`config.mk`:
```
export PLATFORM = sky130hd
export DESIGN_NAME = lane_aligner
export DESIGN_NICKNAME = d
export VERILOG_FILES = /design/src/rtl/lane_pkg.sv /design/src/rtl/lane_pick.sv /design/src/rtl/store_pack.sv /design/src/rtl/lane_aligner.sv
export SDC_FILE = /design/constraint.sdc
export NUM_CORES = 1
export LEC_CHECK = 0
export ABC_AREA = 1
export BUFFER_PORTS_ARGS = -buffer_cell sky130_fd_sc_hd__buf_2
export CORE_MARGIN = 10
export CORE_UTILIZATION = 35
export CTS_BUF_LIST = sky130_fd_sc_hd__clkbuf_4 sky130_fd_sc_hd__clkbuf_8
export DETAILED_ROUTE_END_ITERATION = 8
export PLACE_DENSITY = 0.87
export REMOVE_ABC_BUFFERS = 1
export SETUP_SLACK_MARGIN = 0.02
export SLEW_MARGIN = 5
export SYNTH_ARGS = -nofsm -noshare
export SYNTH_HDL_FRONTEND = slang
export SYNTH_SLANG_ARGS = --single-unit
```
`constraint.sdc`:
```
create_clock -name clk -period 1 [get_ports clk]
set_input_delay 0.2 -clock clk [delete_from_list [all_inputs] [get_ports clk]]
set_output_delay 0.2 -clock clk [all_outputs]
set_load 0.1 [all_outputs]
```
`src/rtl/lane_pkg.sv`:
```
package lane_pkg;

    localparam int unsigned WORD_W = 32;
    localparam int unsigned BYTE_W = 8;

    typedef enum logic {
        ACC_BYTE = 1'b0,
        ACC_HALF = 1'b1
    } acc_size_e;

endpackage

```
`src/rtl/lane_pick.sv`:
```
module lane_pick #(
    parameter int unsigned BUS_W  = 32,
    parameter int unsigned LANE_W = 8
) (
    input  logic                          big_endian,
    input  lane_pkg::acc_size_e           size,
    input  logic                          sign_ext,
    input  logic [$clog2(BUS_W/LANE_W)-1:0] offset,
    input  logic [BUS_W-1:0]              word_in,
    output logic [BUS_W-1:0]              value_out
);
    localparam int unsigned NLANE  = BUS_W / LANE_W;
    localparam int unsigned HALF_W = 2 * LANE_W;
    localparam int unsigned NHALF  = NLANE / 2;
    localparam int unsigned OFS_W  = $clog2(NLANE);
    localparam int unsigned HID_W  = (OFS_W > 1) ? OFS_W - 1 : 1;

    logic [LANE_W-1:0] lane_v [NLANE];
    logic [HALF_W-1:0] half_v [NHALF];

    for (genvar li = 0; li < NLANE; li++) begin : g_lane
        assign lane_v[li] = word_in[li*LANE_W +: LANE_W];
    end
    for (genvar hi = 0; hi < NHALF; hi++) begin : g_half
        assign half_v[hi] = word_in[hi*HALF_W +: HALF_W];
    end

    logic [OFS_W-1:0]  byte_idx;
    logic [HID_W-1:0]  half_idx;
    logic [LANE_W-1:0] byte_sel;
    logic [HALF_W-1:0] half_sel;

    always_comb begin
        // Big-endian numbering counts lanes from the top of the bus.
        byte_idx = big_endian ? (OFS_W'(NLANE - 1) - offset) : offset;
        half_idx = big_endian ? (HID_W'(NHALF - 1) - offset[OFS_W-1:1])
                              : offset[OFS_W-1:1];
        byte_sel = lane_v[byte_idx];
        half_sel = half_v[half_idx];
        if (size == lane_pkg::ACC_HALF) begin
            value_out = {{(BUS_W-HALF_W){sign_ext & half_sel[HALF_W-1]}}, half_sel};
        end else begin
            value_out = {{(BUS_W-LANE_W){sign_ext & byte_sel[LANE_W-1]}}, byte_sel};
        end
    end

endmodule

```
`src/rtl/store_pack.sv`:
```
module store_pack #(
    parameter int unsigned BUS_W  = 32,
    parameter int unsigned LANE_W = 8
) (
    input  lane_pkg::acc_size_e size,
    input  logic [BUS_W-1:0]    src,
    output logic [BUS_W-1:0]    word_out
);
    localparam int unsigned NLANE = BUS_W / LANE_W;

    // Each lane copies the narrow value; endian mode plays no part.
    for (genvar li = 0; li < NLANE; li++) begin : g_lane
        localparam int unsigned HPART = li % 2;
        assign word_out[li*LANE_W +: LANE_W] =
            (size == lane_pkg::ACC_HALF) ? src[HPART*LANE_W +: LANE_W]
                                         : src[LANE_W-1:0];
    end

endmodule

```
`src/rtl/lane_aligner.sv`:
```
module lane_aligner #(
    parameter int unsigned BUS_W  = lane_pkg::WORD_W,
    parameter int unsigned LANE_W = lane_pkg::BYTE_W
) (
    input  logic             clk,
    input  logic             rst_n,
    input  logic             cfg_big_endian,
    input  logic             req_valid,
    input  logic             req_store,
    input  logic             req_half,
    input  logic             req_signed,
    input  logic [1:0]       req_addr,
    input  logic [BUS_W-1:0] bus_rdata,
    input  logic [BUS_W-1:0] src_data,
    output logic [BUS_W-1:0] bus_wdata,
    output logic             misalign,
    output logic             res_valid,
    output logic [BUS_W-1:0] res_data
);
    localparam int unsigned HALF_W = 2 * LANE_W;

    typedef struct packed {
        logic             valid;
        logic [BUS_W-1:0] data;
    } res_state_t;

    res_state_t          st_d, st_q;
    lane_pkg::acc_size_e size_w;
    logic [BUS_W-1:0]    picked_w;
    logic                load_fire_w;

    assign size_w = lane_pkg::acc_size_e'(req_half);

    lane_pick #(.BUS_W(BUS_W), .LANE_W(LANE_W)) pick_i (
        .big_endian (cfg_big_endian),
        .size       (size_w),
        .sign_ext   (req_signed),
        .offset     (req_addr),
        .word_in    (bus_rdata),
        .value_out  (picked_w)
    );

    store_pack #(.BUS_W(BUS_W), .LANE_W(LANE_W)) pack_i (
        .size     (size_w),
        .src      (src_data),
        .word_out (bus_wdata)
    );

    always_comb begin
        misalign    = req_valid && req_half && req_addr[0];
        load_fire_w = req_valid && !req_store;
        st_d        = st_q;
        st_d.valid  = load_fire_w;
        if (load_fire_w) begin
            st_d.data = misalign ? '0 : picked_w;
        end
    end

    always_ff @(posedge clk) begin
        if (!rst_n) begin
            st_q <= '0;
        end else begin
            st_q <= st_d;
        end
    end

    assign res_valid = st_q.valid;
    assign res_data  = st_q.data;

    p_valid_after_load_r9: assert property (@(posedge clk) disable iff (!rst_n)
        (req_valid && !req_store) |=> res_valid);

    p_no_valid_otherwise_r9: assert property (@(posedge clk) disable iff (!rst_n)
        !(req_valid && !req_store) |=> !res_valid);

    p_hold_when_idle_r9: assert property (@(posedge clk) disable iff (!rst_n)
        !(req_valid && !req_store) |=> $stable(res_data));

    p_misalign_zero_r10: assert property (@(posedge clk) disable iff (!rst_n)
        (req_valid && !req_store && req_half && req_addr[0]) |=> (res_data == '0));

    p_half_store_dup_r6: assert property (@(posedge clk) disable iff (!rst_n)
        (req_valid && req_store && req_half)
            |-> (bus_wdata[BUS_W-1:HALF_W] == src_data[HALF_W-1:0]
                 && bus_wdata[HALF_W-1:0] == src_data[HALF_W-1:0]));

    p_byte_store_repl_r7: assert property (@(posedge clk) disable iff (!rst_n)
        (req_valid && req_store && !req_half)
            |-> (bus_wdata[BUS_W-1:BUS_W-LANE_W] == src_data[LANE_W-1:0]));

    p_misalign_needs_req_r8: assert property (@(posedge clk) disable iff (!rst_n)
        misalign |-> (req_valid && req_half));

    p_signed_half_fill_r5: assert property (@(posedge clk) disable iff (!rst_n)
        (req_valid && !req_store && req_half && req_signed && !req_addr[0])
            |=> ($countones(res_data[BUS_W-1:HALF_W-1]) == 0
                 || $countones(res_data[BUS_W-1:HALF_W-1]) == BUS_W-HALF_W+1));

endmodule

```
==> impl_metrics.yaml, run 1 <==
run_status:
  status: "did not finish"
  haltStage: "global routing (5_1_grt)"
  error: "[ERROR GRT-0232] Routing congestion too high. Check the congestion heatmap in the GUI."
floorplan:
  num_rows: 23
  io_pins: 139
  die_w_um: 86.0
  die_h_um: 86.0
  start_util: 0.370
clock_network:
  htree_num_levels: 1
  cts.sinks: 18
  cts_buffer_depth: 2
  cts_buffers: 3
  ctsHoldBuffers: 0
  cts_root_buffer: "clkbuf_8"
logic_synthesis:
  synthDistinctLibCells: 21
  synth_edf_count: 0
  ys.flop_type: "dfxtp_1"
  synthesis.area_um2: 1520
  synth.most_common_cell: "nand2_1"
  ys_warn_count: 0
  synth.avg_cell_area_um2: 5.99
  ys_ff_latch: 18
  synth-seq-area-share: 0.237
  yosysTopAreaCell: "dfxtp_1"
  ys_async_sr_fraction: 0
  synth_top_area_share: 0.237
  synth_area_leaders: "dfxtp_1 (24%), nand2_1 (20%), buf_4 (20%), nand3_1 (10%), nor2_1 (9.4%)"
  synthCells: 254
  ys_top_cells_by_count: "nand2_1 (81), buf_4 (40), nor2_1 (38)"
sta:
  worst_endpoint: "res_data[23]"
  endpoint_type: "output port"
place:
  port-buffer-count: 122
  placed_area_um2: 3060
  hpwl_mm: 6.60
  place_congestion: 0.900
  placed_cells: 403
global_routing:
  grtUsageTotal: 0.610
  grt_max_degree: 19
  overflow: 53
  antenna_found_initial: 2
[routing by layer]
metal | global-route usage | overflow
met1 | 0.565 | 0
met2 | 0.737 | 35
met3 | 0.548 | 0
met4 | 0.662 | 18
met5 | 0.0979 | 0
[stage by stage]
step	util	setup slack, ns	hold slack [ns]
2_1_floorplan	-	-10.27	0.400
4_1_cts	0.885	-0.220	0.333
3_3_place_gp	0.742	-0.199	0.488
3_5_place_dp	0.742	-0.359	0.493
[logic make-up after synthesis]
group | share of synthesized area
flops | 0.237
simple gates | 0.463
compound gates | 0.0263
buf+inv | 0.274
[repair_timing]
item | 4_1_cts
setup buffers | 8
gates cloned | 4
endpoints found under the setup margin | 59
pin swaps | 41
gates resized for setup | 118
==> run 2: changes to the inputs <==
Settings changed: CORE_UTILIZATION 35 to 25, CTS_BUF_LIST sky130_fd_sc_hd__clkbuf_4 sky130_fd_sc_hd__clkbuf_8 to not set, PLACE_DENSITY 0.87 to not set, PLACE_DENSITY_LB_ADDON set to 0.15, SETUP_SLACK_MARGIN 0.02 to not set.
Clock period 1 ns to 1.3 ns, I/O delays scaled along.
==> run 2 against run 1 <==
  * The run now ends clean
  * Area after synthesis unchanged
  * Synthesized cell count is the same
==> impl_metrics.yaml, run 2 <==
run_status:
  status: "complete, no violations"
detailed_routing:
  ant_nets: 0
  dr_total_vias: 1819
  drt_iter0_drc: 56
  routed_via_density: 4.30
  drt-total-wl_mm: 6.41
  wire_per_inst_um: 15.2
  drt-pass1-iter-count: 4
  drc: 0
clock_network:
  cts_buffers: 3
  cts.clk_slew.worst_paths_ns: 0.07
  cts.sinks: 18
  clock_latency_ns: 0.25
  cts_root_buffer: "clkbuf_8"
  htree_num_levels: 1
  cts_tree: "built"
  ctsHoldBuffers: 0
  cts_buffer_depth: 2
sta:
  fin_crit_sh: 0.996
  report.final.setup_viol: 0
  slew_viol_final: 0
  rsz0062_at_grt: "yes"
  fin_ws_ns: 0.00529
  min_period_ns: 1.29
  timing.fmax_ghz: 0.772
  finalHoldViolCount: 0
  slew_headroom: 0.651
  worstMarginPinSlew_ns: 0.521
  finClkSkew_ns: 0
logic_synthesis:
  ys_ff_latch: 18
  synth_edf_count: 0
  synth-seq-area-share: 0.237
  ys_async_sr_fraction: 0
  synth.most_common_cell: "nand2_1"
  synthesis.area_um2: 1520
  yosysTopAreaCell: "dfxtp_1"
  synth_top_area_share: 0.237
  synth.avg_cell_area_um2: 5.99
  synthCells: 254
  synthDistinctLibCells: 21
  ys.flop_type: "dfxtp_1"
  ys_warn_count: 0
  ys_top_cells_by_count: "nand2_1 (81), buf_4 (40), nor2_1 (38)"
  synth_area_leaders: "dfxtp_1 (24%), nand2_1 (20%), buf_4 (20%), nand3_1 (10%), nor2_1 (9.4%)"
flow_run:
  maxCapViolCount: 0
critical_path:
  arrival_ns: 1.03
  path_class: "register to primary output"
  crit_path_start_kind: "register"
  cp_max_fo: 8
  required_ns: 1.04
  end_kind: "primary output"
  worstRegToRegCells: 4
layout:
  area_delta_synth_final_pct: 109
  nets: 422
  nFillCells: 563
  layout_commonest_cell: "nand2_1"
  diodes: 0
  fin_area_um2: 3180
  final_cell_mix: "nand2_1 (73), buf_12 (62), buf_2 (56)"
  drive_above_1_share: 0.466
  fin_util: 0.537
  largest_reg_flops: 17
  final_cells: 423
power:
  combPwrFrac: 0.627
  seq_power_share: 0.211
  pwr-share-clk: 0.161
  p_int_mw: 1.48
  switching_share: 0.488
  power.density_nw_per_um2: 911
  ir_drop_mv: 0.452
  p_switching_mw: 1.41
  power_leakage_nw: 1.51
global_routing:
  grt_max_degree: 19
  grtUsageTotal: 0.130
  overflow: 0
  antenna_found_initial: 0
  grt_pass1_vias: 1882
  grt_first_pass_wirelength_mm: 10.2
place:
  placed_area_um2: 3010
  hpwl_mm: 5.43
  placed_cells: 418
  pre_cts_slack_ns: -0.110
  place_congestion: 0.765
  port-buffer-count: 122
floorplan:
  die_w_um: 98.0
  fp.dieArea_um2: 9610
  core_um2: 5920
  num_rows: 28
  die_h_um: 98.0
  io_pins: 139
  start_util: 0.257
worst_hold_path:
  hold_path_class: "input port to register"
  hold_depth: 5
run 2: area by class of cell:
type | count | area (um^2) | share of cell area
repair buffers | 136 | 1820 | 0.572
multi-input cells | 170 | 772 | 0.243
flip-flops and latches | 18 | 364 | 0.115
well taps | 75 | 93.8 | 0.0295
inverters | 20 | 75.1 | 0.0236
clock buffers | 4 | 55.1 | 0.0173
run 2: what timing repair did:
| item | in CTS | in global routing |
|---|---|---|
| endpoints found under the setup margin | 19 | 23 |
| pin swaps | 0 | 0 |
| buffers inserted | 0 | 0 |
| gates resized for setup | 11 | 8 |
| gates cloned | 1 | 0 |
run 2: worst max-delay path, cell delays in order, from the launching register on:
cell	delay, ns
dfxtp_4	0.40
buf_16	0.19
buf_12	0.19
run 2: kinds of logic (layout without fill, tap and decap cells):
group                  after synthesis  in the layout  share of synthesized area
flip-flops                          18             18                      0.237
AND/OR/NAND/NOR                    162            162                      0.463
buffers and inverters               66            160                      0.274
AO/OA/AOI/OAI                        8              8                     0.0263
run 2: power groups by stage:
stage          combinational (mW)  sequential (mW)  clock [mW]
2_1_floorplan               0.525            0.952           0
3_3_place_gp                 1.79            0.623           0
3_5_place_dp                 1.79            0.625           0
4_1_cts                      1.82            0.613       0.484
5_1_grt                      1.89            0.616       0.508
6_report                     1.82            0.612       0.467
run 2: stage by stage:
| stage | TNS (ns) | hold WS [ns] | total power [mW] |
|---|---|---|---|
| after global routing | -0.196 | 0.408 | 3.02 |
| final | 0 | 0.373 | 2.90 |
| after detailed placement | -0.857 | 0.492 | 2.42 |
| after floorplan | -188.80 | 0.472 | 1.48 |
| after global placement | -0.519 | 0.491 | 2.41 |
| after CTS | -0.0104 | 0.365 | 2.92 |
run 2: metal layers:
metal	GRT usage	vias to the layer above	wire length, um
li1	-	935	-
met1	0.137	818	2370
met2	0.247	61	3510
met3	0.0402	5	486
met4	0.0268	0	46
met5	0	-	0
run 2: worst paths after layout:
check | to | slack (ns) | startpoint
max | res_data[28] | 0.005 | res_data[30]
min | res_data[30] | 0.37 | req_signed
max reg2reg | res_data[12] | 0.56 | res_data[12]
min reg2reg | res_data[6] | 0.50 | res_data[6]
Note: power is estimated with default switching activity, not from simulation.
